## config.mk

```make
export PLATFORM = sky130hd
export DESIGN_NAME = chain_spi_regs
export DESIGN_NICKNAME = d
export VERILOG_FILES = /design/src/rtl/chain_spi_pkg.sv /design/src/rtl/spi_pin_sync.sv /design/src/rtl/spi_edge_detect.sv /design/src/rtl/spi_frame_engine.sv /design/src/rtl/cfg_reg_bank.sv /design/src/rtl/chain_spi_regs.sv
export SDC_FILE = /design/constraint.sdc
export NUM_CORES = 1
export LEC_CHECK = 0
export BUFFER_PORTS_ARGS = -buffer_cell sky130_fd_sc_hd__buf_2
export CAP_MARGIN = 20
export CORE_AREA = 2 2 103 105
export CTS_BUF_LIST = sky130_fd_sc_hd__clkbuf_8
export CTS_CLUSTER_SIZE = 20
export DETAILED_ROUTE_END_ITERATION = 8
export DIE_AREA = 0 0 105 107
export HOLD_SLACK_MARGIN = 0.05
export PLACE_DENSITY = 0.8
export SKIP_LAST_GASP = 1
export SLEW_MARGIN = 20
export SYNTH_ARGS = -nofsm -noshare
export SYNTH_HDL_FRONTEND = slang
export SYNTH_SLANG_ARGS = --single-unit
```

## constraint.sdc

```tcl
create_clock -name clk -period 3.2 [get_ports clk]
set_input_delay 0.48 -clock clk [delete_from_list [all_inputs] [get_ports clk]]
set_output_delay 0.48 -clock clk [all_outputs]
set_load 0.005 [all_outputs]
```

## src/rtl/chain_spi_pkg.sv

```systemverilog
// Package: shared frame geometry and the register address names.
// Assumes a frame is always addressed by its top ADDR_W bits.
package chain_spi_pkg;
    localparam int FRAME_W = 16;
    localparam int ADDR_W  = 3;
    localparam int PAY_W   = FRAME_W - ADDR_W;

    typedef enum logic [ADDR_W-1:0] {
        ADR_PWRCFG  = 3'd0,
        ADR_VMAX    = 3'd1,
        ADR_POS_CH0 = 3'd2,
        ADR_POS_CH1 = 3'd3,
        ADR_ZERO    = 3'd4,
        ADR_ZEROCFG = 3'd5,
        ADR_SPARE   = 3'd6,
        ADR_TEST    = 3'd7
    } reg_addr_e;
endpackage

```

## src/rtl/spi_pin_sync.sv

```systemverilog
// Module: multi-stage synchroniser for a bundle of asynchronous pins.
// Assumes each bit is independent; the reset value is set per bit.
module spi_pin_sync #(
    parameter int          W       = 3,
    parameter int          STAGES  = 2,
    parameter logic [W-1:0] RST_VAL = '0
) (
    input  logic         clk,
    input  logic         rst_n,
    input  logic [W-1:0] din,
    output logic [W-1:0] dout
);
    logic [W-1:0] stg [STAGES];

    // Purpose: move the pins through STAGES flops
    always_ff @(posedge clk) begin
        if (!rst_n) begin
            for (int i = 0; i < STAGES; i++) stg[i] <= RST_VAL;
        end else begin
            stg[0] <= din;
            for (int i = 1; i < STAGES; i++) stg[i] <= stg[i-1];
        end
    end

    assign dout = stg[STAGES-1];
endmodule

```

## src/rtl/spi_edge_detect.sv

```systemverilog
// Module: synchronises sclk, cs_n and mosi and flags their edges in the clk domain.
// Assumes sclk is at least about 4x slower than clk; mosi is delayed exactly like sclk.
module spi_edge_detect #(
    parameter int STAGES = 2
) (
    input  logic clk,
    input  logic rst_n,
    input  logic sclk,
    input  logic cs_n,
    input  logic mosi,
    output logic sclk_rise,
    output logic sclk_fall,
    output logic cs_fall,
    output logic cs_rise,
    output logic cs_active,
    output logic mosi_s
);
    logic [2:0] pins_s;
    logic       sclk_d, csn_d;

    spi_pin_sync #(.W(3), .STAGES(STAGES), .RST_VAL(3'b010)) u_sync (
        .clk  (clk),
        .rst_n(rst_n),
        .din  ({mosi, cs_n, sclk}),
        .dout (pins_s)
    );

    // Purpose: keep the previous synchronised levels for edge detection
    always_ff @(posedge clk) begin
        if (!rst_n) begin
            sclk_d <= 1'b0;
            csn_d  <= 1'b1;
        end else begin
            sclk_d <= pins_s[0];
            csn_d  <= pins_s[1];
        end
    end

    assign sclk_rise = pins_s[0] & ~sclk_d;
    assign sclk_fall = ~pins_s[0] & sclk_d;
    assign cs_fall   = ~pins_s[1] & csn_d;
    assign cs_rise   = pins_s[1] & ~csn_d;
    assign cs_active = ~pins_s[1];
    assign mosi_s    = pins_s[2];
endmodule

```

## src/rtl/spi_frame_engine.sv

```systemverilog
// Module: input/output shift registers, frame-length check and commit strobe.
// Assumes edge pulses are one clk wide and that cs and sclk edges never coincide.
module spi_frame_engine #(
    parameter int FRAME_W = chain_spi_pkg::FRAME_W
) (
    input  logic               clk,
    input  logic               rst_n,
    input  logic               sclk_rise,
    input  logic               sclk_fall,
    input  logic               cs_fall,
    input  logic               cs_rise,
    input  logic               cs_active,
    input  logic               mosi_s,
    input  logic [FRAME_W-1:0] status_word,
    output logic               miso,
    output logic               miso_oe,
    output logic               commit,
    output logic [FRAME_W-1:0] frame_q
);
    localparam int CNT_W = $clog2(FRAME_W);
    localparam logic [CNT_W-1:0] LAST = CNT_W'(FRAME_W - 1);

    logic [CNT_W-1:0]   bit_cnt;
    logic               seen_full;
    logic [FRAME_W-1:0] shift_in;
    logic [FRAME_W-1:0] shift_out;
    logic               first_pend;
    logic               oe_q;

    // Purpose: capture mosi on falling sclk and count bits modulo the frame width
    always_ff @(posedge clk) begin
        if (!rst_n) begin
            bit_cnt   <= '0;
            seen_full <= 1'b0;
            shift_in  <= '0;
        end else if (cs_fall) begin
            bit_cnt   <= '0;
            seen_full <= 1'b0;
        end else if (cs_active && sclk_fall) begin
            shift_in <= {shift_in[FRAME_W-2:0], mosi_s};
            if (bit_cnt == LAST) begin
                bit_cnt   <= '0;
                seen_full <= 1'b1;
            end else begin
                bit_cnt <= bit_cnt + 1'b1;
            end
        end
    end

    // Purpose: load status first, then pass earlier input through on each frame boundary
    always_ff @(posedge clk) begin
        if (!rst_n) begin
            shift_out  <= '0;
            first_pend <= 1'b0;
        end else if (cs_fall) begin
            first_pend <= 1'b1;
        end else if (cs_active && sclk_rise) begin
            first_pend <= 1'b0;
            if (first_pend)
                shift_out <= status_word;
            else if (seen_full && bit_cnt == '0)
                shift_out <= shift_in;
            else
                shift_out <= {shift_out[FRAME_W-2:0], 1'b0};
        end
    end

    // Purpose: drive the output enable and the one-cycle commit strobe
    always_ff @(posedge clk) begin
        if (!rst_n) begin
            oe_q   <= 1'b0;
            commit <= 1'b0;
        end else begin
            oe_q   <= cs_active;
            commit <= cs_rise && seen_full && (bit_cnt == '0);
        end
    end

    assign miso    = shift_out[FRAME_W-1];
    assign miso_oe = oe_q;
    assign frame_q = shift_in;

    p_fall_clears_r5: assert property (@(posedge clk) disable iff (!rst_n)
        cs_fall |=> (bit_cnt == '0 && !seen_full));
    p_short_discard_r4: assert property (@(posedge clk) disable iff (!rst_n)
        (cs_rise && !seen_full) |=> !commit);
    p_partial_discard_r5: assert property (@(posedge clk) disable iff (!rst_n)
        (cs_rise && bit_cnt != '0) |=> !commit);
    p_oe_on_select_r10: assert property (@(posedge clk) disable iff (!rst_n)
        cs_fall |=> miso_oe);
    p_oe_off_release_r10: assert property (@(posedge clk) disable iff (!rst_n)
        cs_rise |=> !miso_oe);
endmodule

```

## src/rtl/cfg_reg_bank.sv

```systemverilog
// Module: register file written by address decode of a committed frame.
// Assumes addresses at or above N_REGS are not backed by storage and are dropped.
module cfg_reg_bank #(
    parameter int FRAME_W = chain_spi_pkg::FRAME_W,
    parameter int ADDR_W  = chain_spi_pkg::ADDR_W,
    parameter int N_REGS  = 6
) (
    input  logic                              clk,
    input  logic                              rst_n,
    input  logic                              wr_en,
    input  logic [FRAME_W-1:0]                frame,
    output logic [N_REGS*(FRAME_W-ADDR_W)-1:0] regs_flat
);
    localparam int PAY_W = FRAME_W - ADDR_W;

    logic [ADDR_W-1:0] addr;
    logic [PAY_W-1:0]  payload;
    logic [PAY_W-1:0]  regs_q [N_REGS];

    assign addr    = frame[FRAME_W-1 -: ADDR_W];
    assign payload = frame[PAY_W-1:0];

    for (genvar g = 0; g < N_REGS; g++) begin : g_reg
        // Purpose: store the payload when this register is addressed
        always_ff @(posedge clk) begin
            if (!rst_n)
                regs_q[g] <= '0;
            else if (wr_en && addr == ADDR_W'(g))
                regs_q[g] <= payload;
        end
        assign regs_flat[g*PAY_W +: PAY_W] = regs_q[g];
    end

    p_hold_unless_commit_r3: assert property (@(posedge clk) disable iff (!rst_n)
        !wr_en |=> $stable(regs_flat));
    p_unmapped_addr_r7: assert property (@(posedge clk) disable iff (!rst_n)
        (wr_en && addr >= ADDR_W'(N_REGS)) |=> $stable(regs_flat));
endmodule

```

## src/rtl/chain_spi_regs.sv

```systemverilog
// Module: top of the serial command slave; ties sync, frame engine and registers.
// Assumes register 0 carries the channel enables in its low bits and the status selector above them.
module chain_spi_regs #(
    parameter int FRAME_W = chain_spi_pkg::FRAME_W,
    parameter int ADDR_W  = chain_spi_pkg::ADDR_W,
    parameter int N_REGS  = 6,
    parameter int N_CH    = 2,
    parameter int N_STAT  = 4,
    parameter int STAGES  = 2
) (
    input  logic                               clk,
    input  logic                               rst_n,
    input  logic                               sclk,
    input  logic                               cs_n,
    input  logic                               mosi,
    input  logic [N_STAT*FRAME_W-1:0]          stat_in,
    output logic                               miso,
    output logic                               miso_oe,
    output logic [N_REGS*(FRAME_W-ADDR_W)-1:0] regs_flat,
    output logic [N_CH-1:0]                    drv_en
);
    localparam int PAY_W   = FRAME_W - ADDR_W;
    localparam int SEL_W   = $clog2(N_STAT);
    localparam int SEL_LSB = N_CH;

    logic               sclk_rise, sclk_fall, cs_fall, cs_rise, cs_active, mosi_s;
    logic               commit;
    logic [FRAME_W-1:0] frame_q;
    logic [FRAME_W-1:0] status_word;
    logic [PAY_W-1:0]   reg0;
    logic [SEL_W-1:0]   stat_sel;

    spi_edge_detect #(.STAGES(STAGES)) u_edges (
        .clk      (clk),
        .rst_n    (rst_n),
        .sclk     (sclk),
        .cs_n     (cs_n),
        .mosi     (mosi),
        .sclk_rise(sclk_rise),
        .sclk_fall(sclk_fall),
        .cs_fall  (cs_fall),
        .cs_rise  (cs_rise),
        .cs_active(cs_active),
        .mosi_s   (mosi_s)
    );

    spi_frame_engine #(.FRAME_W(FRAME_W)) u_engine (
        .clk        (clk),
        .rst_n      (rst_n),
        .sclk_rise  (sclk_rise),
        .sclk_fall  (sclk_fall),
        .cs_fall    (cs_fall),
        .cs_rise    (cs_rise),
        .cs_active  (cs_active),
        .mosi_s     (mosi_s),
        .status_word(status_word),
        .miso       (miso),
        .miso_oe    (miso_oe),
        .commit     (commit),
        .frame_q    (frame_q)
    );

    cfg_reg_bank #(.FRAME_W(FRAME_W), .ADDR_W(ADDR_W), .N_REGS(N_REGS)) u_regs (
        .clk      (clk),
        .rst_n    (rst_n),
        .wr_en    (commit),
        .frame    (frame_q),
        .regs_flat(regs_flat)
    );

    assign reg0        = regs_flat[PAY_W-1:0];
    assign stat_sel    = reg0[SEL_LSB +: SEL_W];
    assign status_word = stat_in[int'(stat_sel)*FRAME_W +: FRAME_W];
    assign drv_en      = reg0[N_CH-1:0];
endmodule

```

==> impl_metrics.env <==
export IMPL_viasPerCell=5.34
export IMPL_chipWidth_um=105
export IMPL_startpoint_type="flip-flop"
export IMPL_power_leakage_nw=2.65
export IMPL_overflow=0
export IMPL_cts_made_buffers=17
export IMPL_io_buffers=150
export IMPL_final_core_util_pct=66.6
export IMPL_finalCritPeriodShare_pct=60.6
export IMPL_syn_instance_count=458
export IMPL_h_tree_depth=4
export IMPL_ys_seq_elements=126
export IMPL_cp_num_buf_inv=1
export IMPL_core_um2=10100
export IMPL_report_final_slew_viol_count=0
export IMPL_rows=37
export IMPL_n_antenna_cell=0
export IMPL_path_cells="buf_4, mux2i_1, o221ai_1, o221a_1"
export IMPL_nNetsFinal=672
export IMPL_synth_edf_count=78
export IMPL_wire_per_inst_um=15.6
export IMPL_first_iter_violations=271
export IMPL_die_area_um2=11200
export IMPL_clock_sinks=126
export IMPL_finalHoldViolations=0
export IMPL_rsz0062_at_grt="no"
export IMPL_arrival_ns=2.25
export IMPL_peakVddDrop_mv=0.355
export IMPL_wl_um=11700
export IMPL_path_delay_family="flip-flops"
export IMPL_place_gp_congestion=0.806
export IMPL_hold_class="primary input to flip-flop"
export IMPL_fillers=741
export IMPL_grt_pass1_vias=3667
export IMPL_dp_hpwl_um=8120
export IMPL_antenna_found_initial=0
export IMPL_vias=3996
export IMPL_finalSetupViolCount=0
export IMPL_ys_warnings_count=0
export IMPL_max_freq_mhz=516
export IMPL_fin_skew_ns=0.0120
export IMPL_seq_area_frac_synth_pct=60.6
export IMPL_syn_area_per_cell_um2=11.9
export IMPL_track_usage_pct=20.8
export IMPL_ys_types=38
export IMPL_placed_cell_area_um2=6250
export IMPL_path_class="flip-flop to flip-flop"
export IMPL_dr_pass1_iters=5
export IMPL_post_cts_resized=0
export IMPL_synthArstFlopShare_pct=0
export IMPL_drive_gt1_share_pct=33.8
export IMPL_period_needed_ns=1.94
export IMPL_ant_nets=0
export IMPL_post_route_drc_count=0
export IMPL_cts_root_buf="clkbuf_8"
export IMPL_worstSetupEndpointType="flip-flop"
export IMPL_tightest_slew_ns=1.00
export IMPL_cts_max_path_buffers=2
export IMPL_setup_tns_ns=0
export IMPL_cts_tree="done"
export IMPL_crit_required_ns=3.51
export IMPL_power_density_nw_per_um2=520
export IMPL_status="complete, no violations"
export IMPL_synthesis_nets=529
export IMPL_syn_area_um2=5450
export IMPL_ctsHoldBuffers=0
export IMPL_grt_pass1_wl_um=17900
export IMPL_synth_flop_cell="edfxtp_1"
export IMPL_grt_max_degree=44
export IMPL_slowest_delay_ns=0.68
export IMPL_clkLatencyLatePin_ns=0.43
export IMPL_slowest_stage="edfxtp_1"
export IMPL_crit_fanout=22
export IMPL_ios=151
export IMPL_cap_viol_max_count=0
export IMPL_clk_pin_slew_worst_paths_ns=0.08
export IMPL_initial_core_util_pct=54.0
export IMPL_die_y_um=107
export IMPL_area_delta_synth_final_pct=23.3
export IMPL_cts_setup_buffers=0
export IMPL_final_cell_area_um2=6720
export IMPL_relSlewSlack_pct=32.6
[final timing paths]
check                                 from                       end  slack [ns]  depth (start not counted)
setup / recovery       u_regs.regs_q[0][2]    u_engine.shift_out[14]        1.26                          4
hold / removal                        cs_n  u_edges.u_sync.stg[0][1]        0.24                          2
setup reg to reg       u_regs.regs_q[0][2]    u_engine.shift_out[14]        1.26                          4
hold reg to reg   u_edges.u_sync.stg[0][1]  u_edges.u_sync.stg[0][4]        0.41                          1
[through the flow]
step | instances | setup slack [ns] | hold slack (ns) | total power, mW
finish | 749 | 1.26 | 0.237 | 3.49
global route | 749 | 1.09 | 0.212 | 3.59
CTS | 749 | 1.25 | 0.219 | 3.51
detailed placement | 718 | 1.22 | 0.398 | 2.02
global placement | 718 | 1.29 | 0.395 | 2.02
floorplan | 458 | 1.21 | 0.386 | 1.91
[per-layer routing]
layer | routed length [µm] | GRT usage (%) | share of wire (%)
met5 | 0 | 0 | 0
met4 | 146 | 6.95 | 1.2
met3 | 670 | 4.86 | 5.7
met2 | 5960 | 34.6 | 51
met1 | 4920 | 27.0 | 42
[cell families (layout without fill, tap and decap cells)]
logic type / after synthesis / in the layout / synth area share, %
buffers and inverters: 36 / 191 / 3.47
AO/OA/AOI/OAI: 78 / 78 / 11.0
AND/OR/NAND/NOR: 184 / 184 / 18.3
adder cells (fa/ha/maj): 2 / 2 / 0.459
flip-flops: 126 / 126 / 60.6
XOR/XNOR: 1 / 1 / 0.161
multiplexers: 31 / 31 / 5.93
[state kept, by name (all words and copies together), names as in the netlist]
signal / flops
u_engine.first_pend: 1
u_regs.regs_q: 78
u_edges.csn_d: 1
u_engine.shift_out: 16
u_edges.sclk_d: 1
u_engine.frame_q: 16
u_engine.bit_cnt: 4
u_edges.u_sync.stg: 6
u_engine.commit: 1
u_engine.miso_oe: 1
u_engine.seen_full: 1
[worst reg2reg max path, stage by stage, from the launching register on]
cell	delay, ns
edfxtp_1	0.68
buf_4	0.43
mux2i_1	0.28
o221ai_1	0.15
o221a_1	0.28
[placed cells by master, fill, tap and decap left out, drive strengths merged, types with 2 or more instances in the layout]
master,count
a41oi,2
nand2b,8
clkinvlp,2
dfxtp,48
nor3,4
mux2i,30
nor2,10
clkinv,4
o221ai,15
nand3,2
a21oi,19
o21ai,6
nor3b,2
o31ai,2
bufinv,4
clkbuf,17
edfxtp,78
nand2,69
and2,83
ha,2
inv,7
o221a,15
a21boi,17
buf,157
[power by group]
part           switching [mW]  internal, mW
Clock                   0.646         0.861
Combinational          0.0904        0.0965
Sequential             0.0233          1.77
[area by class of cell]
cell class | count | area, µm² | area share (%)
clock buffers | 17 | 234 | 3.48
clock inverters | 14 | 208 | 3.09
inverters | 3 | 11.3 | 0.168
multi-input cells | 296 | 1990 | 29.6
flip-flops and latches | 126 | 3300 | 49.2
well taps | 136 | 170 | 2.53
repair buffers | 157 | 803 | 12.0
[cells in the mapped netlist, types with 7 or more instances]
master	n	area share, %
nand2_1	69	4.8
mux2i_1	30	5.5
o221ai_1	15	2.4
o221a_2	11	2.3
a21oi_1	19	1.7
clkbuf_1	14	0.96
nand2b_1	8	0.92
nor2_1	10	0.69
and2_1	83	9.5
a21boi_0	7	0.96
edfxtp_1	78	43
buf_2	10	0.92
a21boi_1	10	1.4
dfxtp_1	48	18
No activity file was read; power rests on OpenSTA's default activity.
